`src/rtl/tec_pkg.sv`:
```
package tec_pkg;

  typedef enum logic [2:0] {
    SM_OFF   = 3'b000,
    SM_ENC_A = 3'b001,
    SM_ENC_B = 3'b010,
    SM_ENC_C = 3'b011,
    SM_RESET = 3'b100,
    SM_GATED = 3'b101,
    SM_TRIG  = 3'b110,
    SM_EXT1  = 3'b111
  } slave_mode_e;

  localparam logic [1:0] ADDR_MODE = 2'd0;
  localparam logic [1:0] ADDR_CTRL = 2'd1;
  localparam logic [1:0] ADDR_ARR  = 2'd2;
  localparam logic [1:0] ADDR_STAT = 2'd3;

  localparam int SM_LSB   = 0;
  localparam int TS_LSB   = 3;
  localparam int EPOL_BIT = 6;
  localparam int PSC_LSB  = 7;
  localparam int ECE_BIT  = 9;
  localparam int TPOL_BIT = 10;
  localparam int MODE_W   = 11;

  // Modes that may not share the counter with external-edge counting.
  function automatic logic mode_blocks_ext(slave_mode_e m);
    return (m == SM_ENC_A) || (m == SM_ENC_B) || (m == SM_ENC_C) || (m == SM_EXT1);
  endfunction

endpackage

```
`src/rtl/tec_sync_edge.sv`:
```
module tec_sync_edge #(
  parameter int STAGES = 2
) (
  input  logic clk,
  input  logic rst,
  input  logic pin,
  input  logic fall_sel,
  output logic edge_o
);
  logic [STAGES-1:0] chain_q;
  logic              last_q;
  logic              cur;

  always_ff @(posedge clk) begin
    if (rst) begin
      chain_q <= '0;
      last_q  <= 1'b0;
    end else begin
      chain_q <= {chain_q[STAGES-2:0], pin};
      last_q  <= chain_q[STAGES-1];
    end
  end

  assign cur    = chain_q[STAGES-1];
  assign edge_o = fall_sel ? (~cur & last_q) : (cur & ~last_q);

  // A detected edge lasts one cycle unless polarity was just changed.
  assert_single_pulse_R6: assert property (@(posedge clk) disable iff (rst)
    edge_o |=> (!edge_o || !$stable(fall_sel)));
endmodule

```
`src/rtl/tec_prescaler.sv`:
```
module tec_prescaler #(
  parameter int PSC_W = 2
) (
  input  logic             clk,
  input  logic             rst,
  input  logic             clr,
  input  logic             evt,
  input  logic [PSC_W-1:0] code,
  output logic             tick
);
  localparam int DIV_W = (1 << PSC_W) - 1;

  logic [DIV_W-1:0] cnt_q;
  logic [DIV_W-1:0] mask;

  assign mask = DIV_W'((1 << code) - 1);
  assign tick = evt && (cnt_q == mask);

  always_ff @(posedge clk) begin
    if (rst || clr)      cnt_q <= '0;
    else if (tick)       cnt_q <= '0;
    else if (evt)        cnt_q <= cnt_q + 1'b1;
  end

  assert_phase_bound_R7: assert property (@(posedge clk) disable iff (rst)
    $stable(code) |-> (cnt_q <= mask));
  assert_phase_clear_R7: assert property (@(posedge clk) disable iff (rst)
    clr |=> (cnt_q == '0));
endmodule

```
`src/rtl/tec_core.sv`:
```
module tec_core #(
  parameter int CNT_W = 16
) (
  input  logic             clk,
  input  logic             rst,
  input  logic             run,
  input  logic             tick,
  input  logic [CNT_W-1:0] limit,
  output logic [CNT_W-1:0] cnt_o
);
  always_ff @(posedge clk) begin
    if (rst)                cnt_o <= '0;
    else if (run && tick)   cnt_o <= (cnt_o >= limit) ? '0 : cnt_o + 1'b1;
  end

  assert_wrap_R8: assert property (@(posedge clk) disable iff (rst)
    (run && tick && cnt_o >= limit) |=> (cnt_o == '0));
  assert_hold_idle_R11: assert property (@(posedge clk) disable iff (rst)
    !run |=> $stable(cnt_o));
endmodule

```
`src/rtl/trig_ext_counter.sv`:
```
module trig_ext_counter
  import tec_pkg::*;
#(
  parameter int CNT_W       = 16,
  parameter int SYNC_STAGES = 2,
  parameter int TS_W        = 3,
  parameter int PSC_W       = 2
) (
  input  logic                   clk,
  input  logic                   rst,
  input  logic                   cfg_we,
  input  logic [1:0]             cfg_addr,
  input  logic [CNT_W-1:0]       cfg_wdata,
  input  logic                   ext_clk_pin,
  input  logic [(1<<TS_W)-1:0]   trig_pins,
  output logic [CNT_W-1:0]       count_o,
  output logic                   run_o,
  output logic                   trig_flag_o
);
  localparam int N_TRIG = 1 << TS_W;

  logic [MODE_W-1:0] mode_q;
  logic [CNT_W-1:0]  limit_q;
  slave_mode_e       smode;
  logic [TS_W-1:0]   tsel;
  logic [PSC_W-1:0]  psc_code;
  logic              ext_pol, trig_pol, ext_en;
  logic [N_TRIG-1:0] trig_edges;
  logic              ext_edge, psc_tick, cnt_tick, trig_evt;
  logic              wr_mode, wr_ctrl, wr_arr, wr_stat;

  assign smode    = slave_mode_e'(mode_q[SM_LSB +: 3]);
  assign tsel     = mode_q[TS_LSB +: TS_W];
  assign psc_code = mode_q[PSC_LSB +: PSC_W];
  assign ext_pol  = mode_q[EPOL_BIT];
  assign trig_pol = mode_q[TPOL_BIT];
  assign ext_en   = mode_q[ECE_BIT];

  assign wr_mode = cfg_we && (cfg_addr == ADDR_MODE);
  assign wr_ctrl = cfg_we && (cfg_addr == ADDR_CTRL);
  assign wr_arr  = cfg_we && (cfg_addr == ADDR_ARR);
  assign wr_stat = cfg_we && (cfg_addr == ADDR_STAT);

  always_ff @(posedge clk) begin
    if (rst) begin
      mode_q  <= '0;
      limit_q <= '1;
    end else begin
      if (wr_mode) mode_q  <= cfg_wdata[MODE_W-1:0];
      if (wr_arr)  limit_q <= cfg_wdata;
    end
  end

  tec_sync_edge #(.STAGES(SYNC_STAGES)) u_ext_sync (
    .clk(clk), .rst(rst), .pin(ext_clk_pin), .fall_sel(ext_pol), .edge_o(ext_edge)
  );

  for (genvar g = 0; g < N_TRIG; g++) begin : g_trig
    tec_sync_edge #(.STAGES(SYNC_STAGES)) u_trig_sync (
      .clk(clk), .rst(rst), .pin(trig_pins[g]), .fall_sel(trig_pol),
      .edge_o(trig_edges[g])
    );
  end

  assign trig_evt = (smode == SM_TRIG) && trig_edges[tsel];

  always_ff @(posedge clk) begin
    if (rst)            run_o <= 1'b0;
    else if (trig_evt)  run_o <= 1'b1;
    else if (wr_ctrl)   run_o <= cfg_wdata[0];
  end

  always_ff @(posedge clk) begin
    if (rst)                          trig_flag_o <= 1'b0;
    else if (trig_evt)                trig_flag_o <= 1'b1;
    else if (wr_stat && !cfg_wdata[0]) trig_flag_o <= 1'b0;
  end

  tec_prescaler #(.PSC_W(PSC_W)) u_psc (
    .clk(clk), .rst(rst), .clr(!run_o), .evt(ext_edge && run_o && ext_en),
    .code(psc_code), .tick(psc_tick)
  );

  assign cnt_tick = ext_en ? (psc_tick && !mode_blocks_ext(smode)) : 1'b1;

  tec_core #(.CNT_W(CNT_W)) u_core (
    .clk(clk), .rst(rst), .run(run_o), .tick(cnt_tick), .limit(limit_q),
    .cnt_o(count_o)
  );

  assert_trig_sets_both_R2: assert property (@(posedge clk) disable iff (rst)
    trig_evt |=> (run_o && trig_flag_o));
  assert_flag_wins_R10: assert property (@(posedge clk) disable iff (rst)
    (trig_evt && wr_stat) |=> trig_flag_o);
  assert_run_sticky_R11: assert property (@(posedge clk) disable iff (rst)
    (run_o && !wr_ctrl) |=> run_o);
  assert_blocked_mode_R12: assert property (@(posedge clk) disable iff (rst)
    (ext_en && mode_blocks_ext(smode) && !wr_mode) |=> $stable(count_o));
  assert_other_mode_R5: assert property (@(posedge clk) disable iff (rst)
    (smode != SM_TRIG && !wr_stat && !wr_ctrl) |=>
      ($stable(run_o) && $stable(trig_flag_o)));
endmodule

```
`config.mk`:
```
export PLATFORM = sky130hd
export DESIGN_NAME = trig_ext_counter
export DESIGN_NICKNAME = d
export VERILOG_FILES = /design/src/rtl/tec_pkg.sv /design/src/rtl/tec_sync_edge.sv /design/src/rtl/tec_prescaler.sv /design/src/rtl/tec_core.sv /design/src/rtl/trig_ext_counter.sv
export SDC_FILE = /design/constraint.sdc
export NUM_CORES = 1
export LEC_CHECK = 0
export BUFFER_PORTS_ARGS = -buffer_cell sky130_fd_sc_hd__buf_2
export CORE_MARGIN = 2
export CORE_UTILIZATION = 57
export CTS_CLUSTER_SIZE = 16
export DETAILED_ROUTE_END_ITERATION = 16
export GPL_TIMING_DRIVEN = 0
export PLACE_DENSITY = 0.79
export SLEW_MARGIN = 20
export SYNTH_ARGS = -nofsm -noshare
export SYNTH_HDL_FRONTEND = slang
export SYNTH_HIERARCHICAL = 1
export SYNTH_SLANG_ARGS = --single-unit
```
`constraint.sdc`:
```
create_clock -name clk -period 3.1 [get_ports clk]
set_clock_uncertainty 0.2 [all_clocks]
set_input_delay 0.775 -clock clk [delete_from_list [all_inputs] [get_ports clk]]
set_output_delay 0.775 -clock clk [all_outputs]
set_load 0.01 [all_outputs]
```
# Word-level counts from Yosys, hierarchy flattened
# Index checks and enable logic that the tools add are counted.
dict set report op_classes {
  add_sub_neg 3
  multipliers 0
  div 0
  n_lt_le_gt_ge 2
  n_eq_ne 9
  n_shift 1
  muxes 17
  bitwise 36
  reduce_logical 22
}
# cell n
set ops {}
lappend ops {{$and A1 B1 Y1} 18}
lappend ops {{$not A1 Y1} 18}
lappend ops {{$add A16 B1 Y16 const B} 1}
lappend ops {{$ge A16 B16 Y1} 1}
lappend ops {{$mux W16} 1}
lappend ops {{$mux W1} 15}
lappend ops {{$logic_and A1 B1 Y1} 11}
lappend ops {{$eq A3 B2 Y1 const B} 2}
lappend ops {{$eq A3 B3 Y1 const B} 2}
lappend ops {{$eq A2 B2 Y1 const B} 2}
lappend ops {{$logic_or A1 B1 Y1} 4}
lappend ops {{$lt A3 B4 Y1 const B} 1}
lappend ops {{$reduce_bool A2 Y1} 2}
lappend ops {{$add A3 B1 Y3 const B} 1}
lappend ops {{$bmux W1 S3} 1}
lappend ops {{$eq A3 B1 Y1 const B} 1}
lappend ops {{$eq A3 B3 Y1} 1}
lappend ops {{$logic_not A1 Y1} 3}
lappend ops {{$shl A1 B2 Y3 const A} 1}
lappend ops {{$sub A3 B2 Y3 const B} 1}
lappend ops {{$eq A2 B1 Y1 const B} 1}
lappend ops {{$logic_not A2 Y1} 1}
lappend ops {{$reduce_or A2 Y1} 1}
dict set report totals {
  reg_bits 75
  latchBits 0
  ram_bits 0
  romBits 0
  inputBits 30
  out_inout_bits 18
  mem_count 0
}

# Depth between registers and ports, before layout
dict set report logic_depth {
  word_depth 9
  ltp_mapped 16
  mapped_depth_nobuf 13
}

# Modules after synthesis
# Netlist, hierarchy kept.
# module n_inst cells_each area_each_um2 seq_area_each_um2
set by_module_without_submodules {}
lappend by_module_without_submodules {trig_ext_counter 1 129 1222.4 580.6}
lappend by_module_without_submodules {tec_core 1 134 1103.6 320.3}
lappend by_module_without_submodules {tec_sync_edge 9 9 101.3 60.1}
lappend by_module_without_submodules {tec_prescaler 1 22 203.9 60.1}

# Least setup slack after synthesis
# No wires, ideal clock.
dict set report synth_path {
  path_type {reg2reg}
  startpoint {register u_ext_sync.last_q}
  endpoint {register u_core.cnt_o[13]}
  setup_time_ns 0.123
  arrival_ns 2.444
  required_ns 2.777
  slack_ns 0.333
  stages_incl_launch_ff 17
  path_cell_list {dfxtp_1 > nand2b_1 > o22ai_2 > and3_1 > buf_4 > or3b_1 > o22ai_2 > or2_1 > o21ai_0 > nand2_1 > and2_1 > buf_2 > and4_1 > buf_2 > nand4_1 > xor2_1 > nor2_1}
}
dict set report synth_via {
  elab_chain_len 9
}
# item line_no
set synth_rtl {}
lappend synth_rtl {{start: declaration} tec_sync_edge.sv:11} ;# logic last_q;
lappend synth_rtl {{start signal: assignment} tec_sync_edge.sv:20} ;# last_q <= chain_q[STAGES-1];
lappend synth_rtl {{$not A1 Y1} tec_sync_edge.sv:25} ;# assign edge_o = fall_sel ? (~cur & last_q) : (cur & ~last_q);
lappend synth_rtl {{$and A1 B1 Y1} tec_sync_edge.sv:25}
lappend synth_rtl {{$mux W1 *} tec_sync_edge.sv:25}
lappend synth_rtl {{named net ext_edge} trig_ext_counter.sv:29} ;# logic ext_edge, psc_tick, cnt_tick, trig_evt;
lappend synth_rtl {{$logic_and A1 B1 Y1 * (2 in series)} trig_ext_counter.sv:80} ;# .clk(clk), .rst(rst), .clr(!run_o), .evt(ext_edge && run_o && ext_en),
lappend synth_rtl {{$logic_and A1 B1 Y1 *} tec_prescaler.sv:17} ;# assign tick = evt && (cnt_q == mask);
lappend synth_rtl {{named net psc_tick} trig_ext_counter.sv:29}
lappend synth_rtl {{$logic_and A1 B1 Y1 *} trig_ext_counter.sv:84} ;# assign cnt_tick = ext_en ? (psc_tick && !mode_blocks_ext(smode)) : 1'b1;
lappend synth_rtl {{$mux W1 *} trig_ext_counter.sv:84}
lappend synth_rtl {{named net cnt_tick} trig_ext_counter.sv:29}
lappend synth_rtl {{$logic_and A1 B1 Y1 *} tec_core.sv:13} ;# else if (run && tick) cnt_o <= (cnt_o >= limit) ? '0 : cnt_o + 1'b1;
lappend synth_rtl {{end signal: assignment} tec_core.sv:13}
lappend synth_rtl {{end: declaration} tec_core.sv:9} ;# output logic [CNT_W-1:0] cnt_o
# Mark *: on every way through the listed nets, which the timed path passes. The rest lies on a longest branch.
# A chain may end at the register's enable or synchronous reset.

# Final worst setup path
dict set report layout_path {
  startpoint {register u_ext_sync.last_q}
  endpoint {register u_core.cnt_o[15]}
}
# The elaborated chain is that of the path after synthesis.

==> summary.md <==
| Metric | Value |
|---|---|
| Clk_lat worst skew | 350 ps |
| Final Hold Viols | 0 |
| Met1 usage | 24.7% |
| Final period utilization | 93.5% |
| Core footprint | 5890 sq um |
| Synth Cell Area | 3440 sq um |
| Max_cap viols | 0 |
| Sequential share of the synthesized area | between 40% and 50% |
| Yosys warnings | 6 |
| Vias in the first global route | 2608 |
| Clock H-tree levels | 3 |
| Final HPWL DP | 4880 um |
| Setup crit start kind | register |
| # setup viols final | 0 |
| Top cells by area, synth | dfxtp_1 44%, ha_1 6.5%, nand2_1 6.1% |
| DR vias | 2689 |
| Filler cells | 502 |
| Die W | 81.7 um |
| Grt peak-use layer | met2 |
| DR iter-0 viols | roughly 90 |
| Area of the multi-input gates | around 1800 sq um |
| Ports | 48 |
| CP Cell Sequence | nand2b_4 -> o22ai_2 -> and3_4 -> buf_6 -> or3b_4 -> o22ai_4 -> or2_1 -> o21ai_0 -> nand2_1 -> and2_4 -> buf_6 -> and4_1 -> buf_6 -> nand4_1 -> xor2_1 -> nor2_1 |
| Kind of end point of the critical path | register |
| NumNets Final | 475 |
| Antenna viol nets, final | 0 |
| Diode count | 0 |
| Dpl ws | 50.3 ps |
| Crit-path max FO | 7 |
| Initial antenna violation count | 0 |
| WL/cell | approximately 13 um |
| Max Slew Vio Count | 0 |
| Clock root buffer | clkbuf_8 |
| Leakage Power | about 1.9 nW |
| Worst Tran Pin Value | 694 ps |
| Hold_buf cts | 0 |
| First-pass GRT wire length | 11100 um |
| Pin count of the biggest net entering global routing | 34 |
| CTS tree | yes |
| Clock-pin slew on the worst setup and hold paths | about 80 ps |
| Met3 GRT Util | under 10% |
| Dpl cell area | 3770 sq um |
| Largest stage delay, worst path | 390 ps |
| WS Path Type | register to register |
| Grt total ovfl | 0 |
| #FFs+latches synth | 75 |
| Top cell type's share of synthesized area | between 40% and 50% |
| Status | complete, no violations |
| Total power | about 1.8 mW |
| CP required | 3140 ps |
| FMAX | 345 MHz |
| Clock sinks | 75 |
| Post-synth cell types | 47 |
| Synthesized net count | 414 |
| CP dominant cell by count | buf_6 |
| Vias per cell | 5.30 |
| Setup_tns | 0 ps |
| Area growth from synthesis to layout | 16.6% |
| Die Span Y | between 80 and 90 um |
| Cell taking the most area after synthesis | dfxtp_1 |
| Crit path time final | 2900 ps |
| 1st-pass router iterations | 4 |
| Ys flop type | dfxtp_1 |
| Rel. slew slack | 53.6% |
| Most common library cells after synthesis | 75 x dfxtp_1, 56 x nand2_1, 31 x nor2_1, 27 x nor2b_1, 20 x nand3b_1 |
| Hold WC Path Type | register to register |
| Slowest-stage cell, CP | or3b_4 |
| Met2 Resource Use GR | 38.4% |
| Row count | 28 |
| GR Util All Layers | between 20% and 30% |
| Post-Synthesis Cells | 366 |
| Final Wtd Congestion | 0.804 |
| Final worst-path setup slack | 200 ps |
| # DRC | 0 |
| Die area | 6680 sq um |
| Final Cell Area | between 4000 and 5000 sq um |
| VDD IR max | around 0.35 mV |
| Critical Path AT | just under 3000 ps |
| Clock buffer depth | 2 |
| Starting Density | just under 60% |
| Syn Area/Cell | around 9.4 sq um |
| Post-synth EDFFs | 0 |
| Port Buffers | 47 |
| Register area | 1500 sq um |
| Total Wirelength | 6750 um |
| Num CTS Buffers | 9 |
| Cell area power density | 459 nW/um^2 |
| Synth async-reset ratio | 0% |
| Layout cell share with drive strength beyond 1 | 23.1% |
| Count leader, synth | dfxtp_1 |
## cells by family (layout without fill, tap and decap cells)
kind of cell	count (synthesis)	in the layout	synth area share [%]
buffers and inverters	29	95	4.07
XOR/XNOR	17	17	4.33
AND/OR/NAND/NOR	181	181	28.1
AO/OA/AOI/OAI	29	29	7.92
multiplexers	17	17	5.38
adder cells (fa/ha/maj)	18	18	6.54
flip-flops	75	75	43.6
## layout make-up
cell class | instances | area share, %
Clock buffer | 10 | 3.43
Sequential cell | 75 | 37.4
Buffer | 11 | 2.21
Inverter | 18 | 1.68
Tap cell | 75 | 2.34
Timing Repair Buffer | 50 | 6.42
Multi-Input combinational cell | 262 | 45.5
Clock inverter | 6 | 0.967
## metrics by stage
stage | instances | hold slack (ps) | utilization, %
after floorplan | 366 | 214 | -
after global placement | 488 | 216 | 64.1
after detailed placement | 488 | 223 | 64.1
after CTS | 504 | 241 | 67.1
after global routing | 507 | 259 | 68.2
final | 507 | 239 | 68.2
## critical path: cells and delay by family (launching register included)
kind                      cells  cell delay [ps]
and+or+nand+nor               9             1410
buffers and inverters         3              350
AOI/OAI and AO/OA             3              330
DFF                           1              320
xor gates and xnor gates      1              160
## sequential cells by signal (all words and copies together), names as in the netlist
| name | flops |
|---|---|
| trig_flag_o | 1 |
| u_core/cnt_o | 16 |
| g_trig.u_trig_sync/chain_q | 16 |
| u_ext_sync/last_q | 1 |
| g_trig.u_trig_sync/last_q | 8 |
| u_psc/cnt_q | 3 |
| mode_q | 11 |
| u_ext_sync/chain_q | 2 |
| run_o | 1 |
| limit_q | 16 |
## report_power, final
| group | switching, mW | internal (mW) |
|---|---|---|
| Sequential | 0.0228 | 0.995 |
| Combinational | 0.0743 | 0.0738 |
| Clock | 0.365 | 0.311 |
| Total | 0.463 | 1.38 |
## worst paths after layout
check / to / cells after the start / from / slack, ps
min: g_trig[3].u_trig_sync/chain_q[1]$_SDFF_PP0_ / 1 / g_trig[3].u_trig_sync/chain_q[0]$_SDFF_PP0_ / 240
max reg2reg: u_core/cnt_o[15]$_SDFFE_PP0P_ / 16 / u_ext_sync/last_q$_SDFF_PP0_ / 200
max: u_core/cnt_o[15]$_SDFFE_PP0P_ / 16 / u_ext_sync/last_q$_SDFF_PP0_ / 200
min reg2reg: g_trig[3].u_trig_sync/chain_q[1]$_SDFF_PP0_ / 1 / g_trig[3].u_trig_sync/chain_q[0]$_SDFF_PP0_ / 240
## metal layers
layer	up-vias	share of wire (%)
li1	1357	-
met2	50	50
met4	0	1.3
met1	1274	45
met5	-	0
met3	8	3.8
## what timing repair did
item / CTS / global route
gates resized for setup: 0 / 13
endpoints found under the setup margin: 0 / 16
buffers inserted: 0 / 3
## cell usage in the layout (no fill, tap or decap), types with 5 or more instances in the layout
cell type	Yosys	final
dfxtp_1	75	74
nand2_1	56	56
buf_2	3	48
nor2_1	31	31
nor2b_1	27	27
nand3b_1	20	20
inv_1	18	18
ha_1	18	18
mux2i_1	14	14
xor2_1	12	12
nand2b_1	11	10
clkbuf_8	0	10
o22ai_2	10	9
nand3_1	7	7
buf_6	3	6
o21ai_0	5	5
a21oi_1	5	5
xnor2_1	5	5
Power figures use the tool's default switching activity.
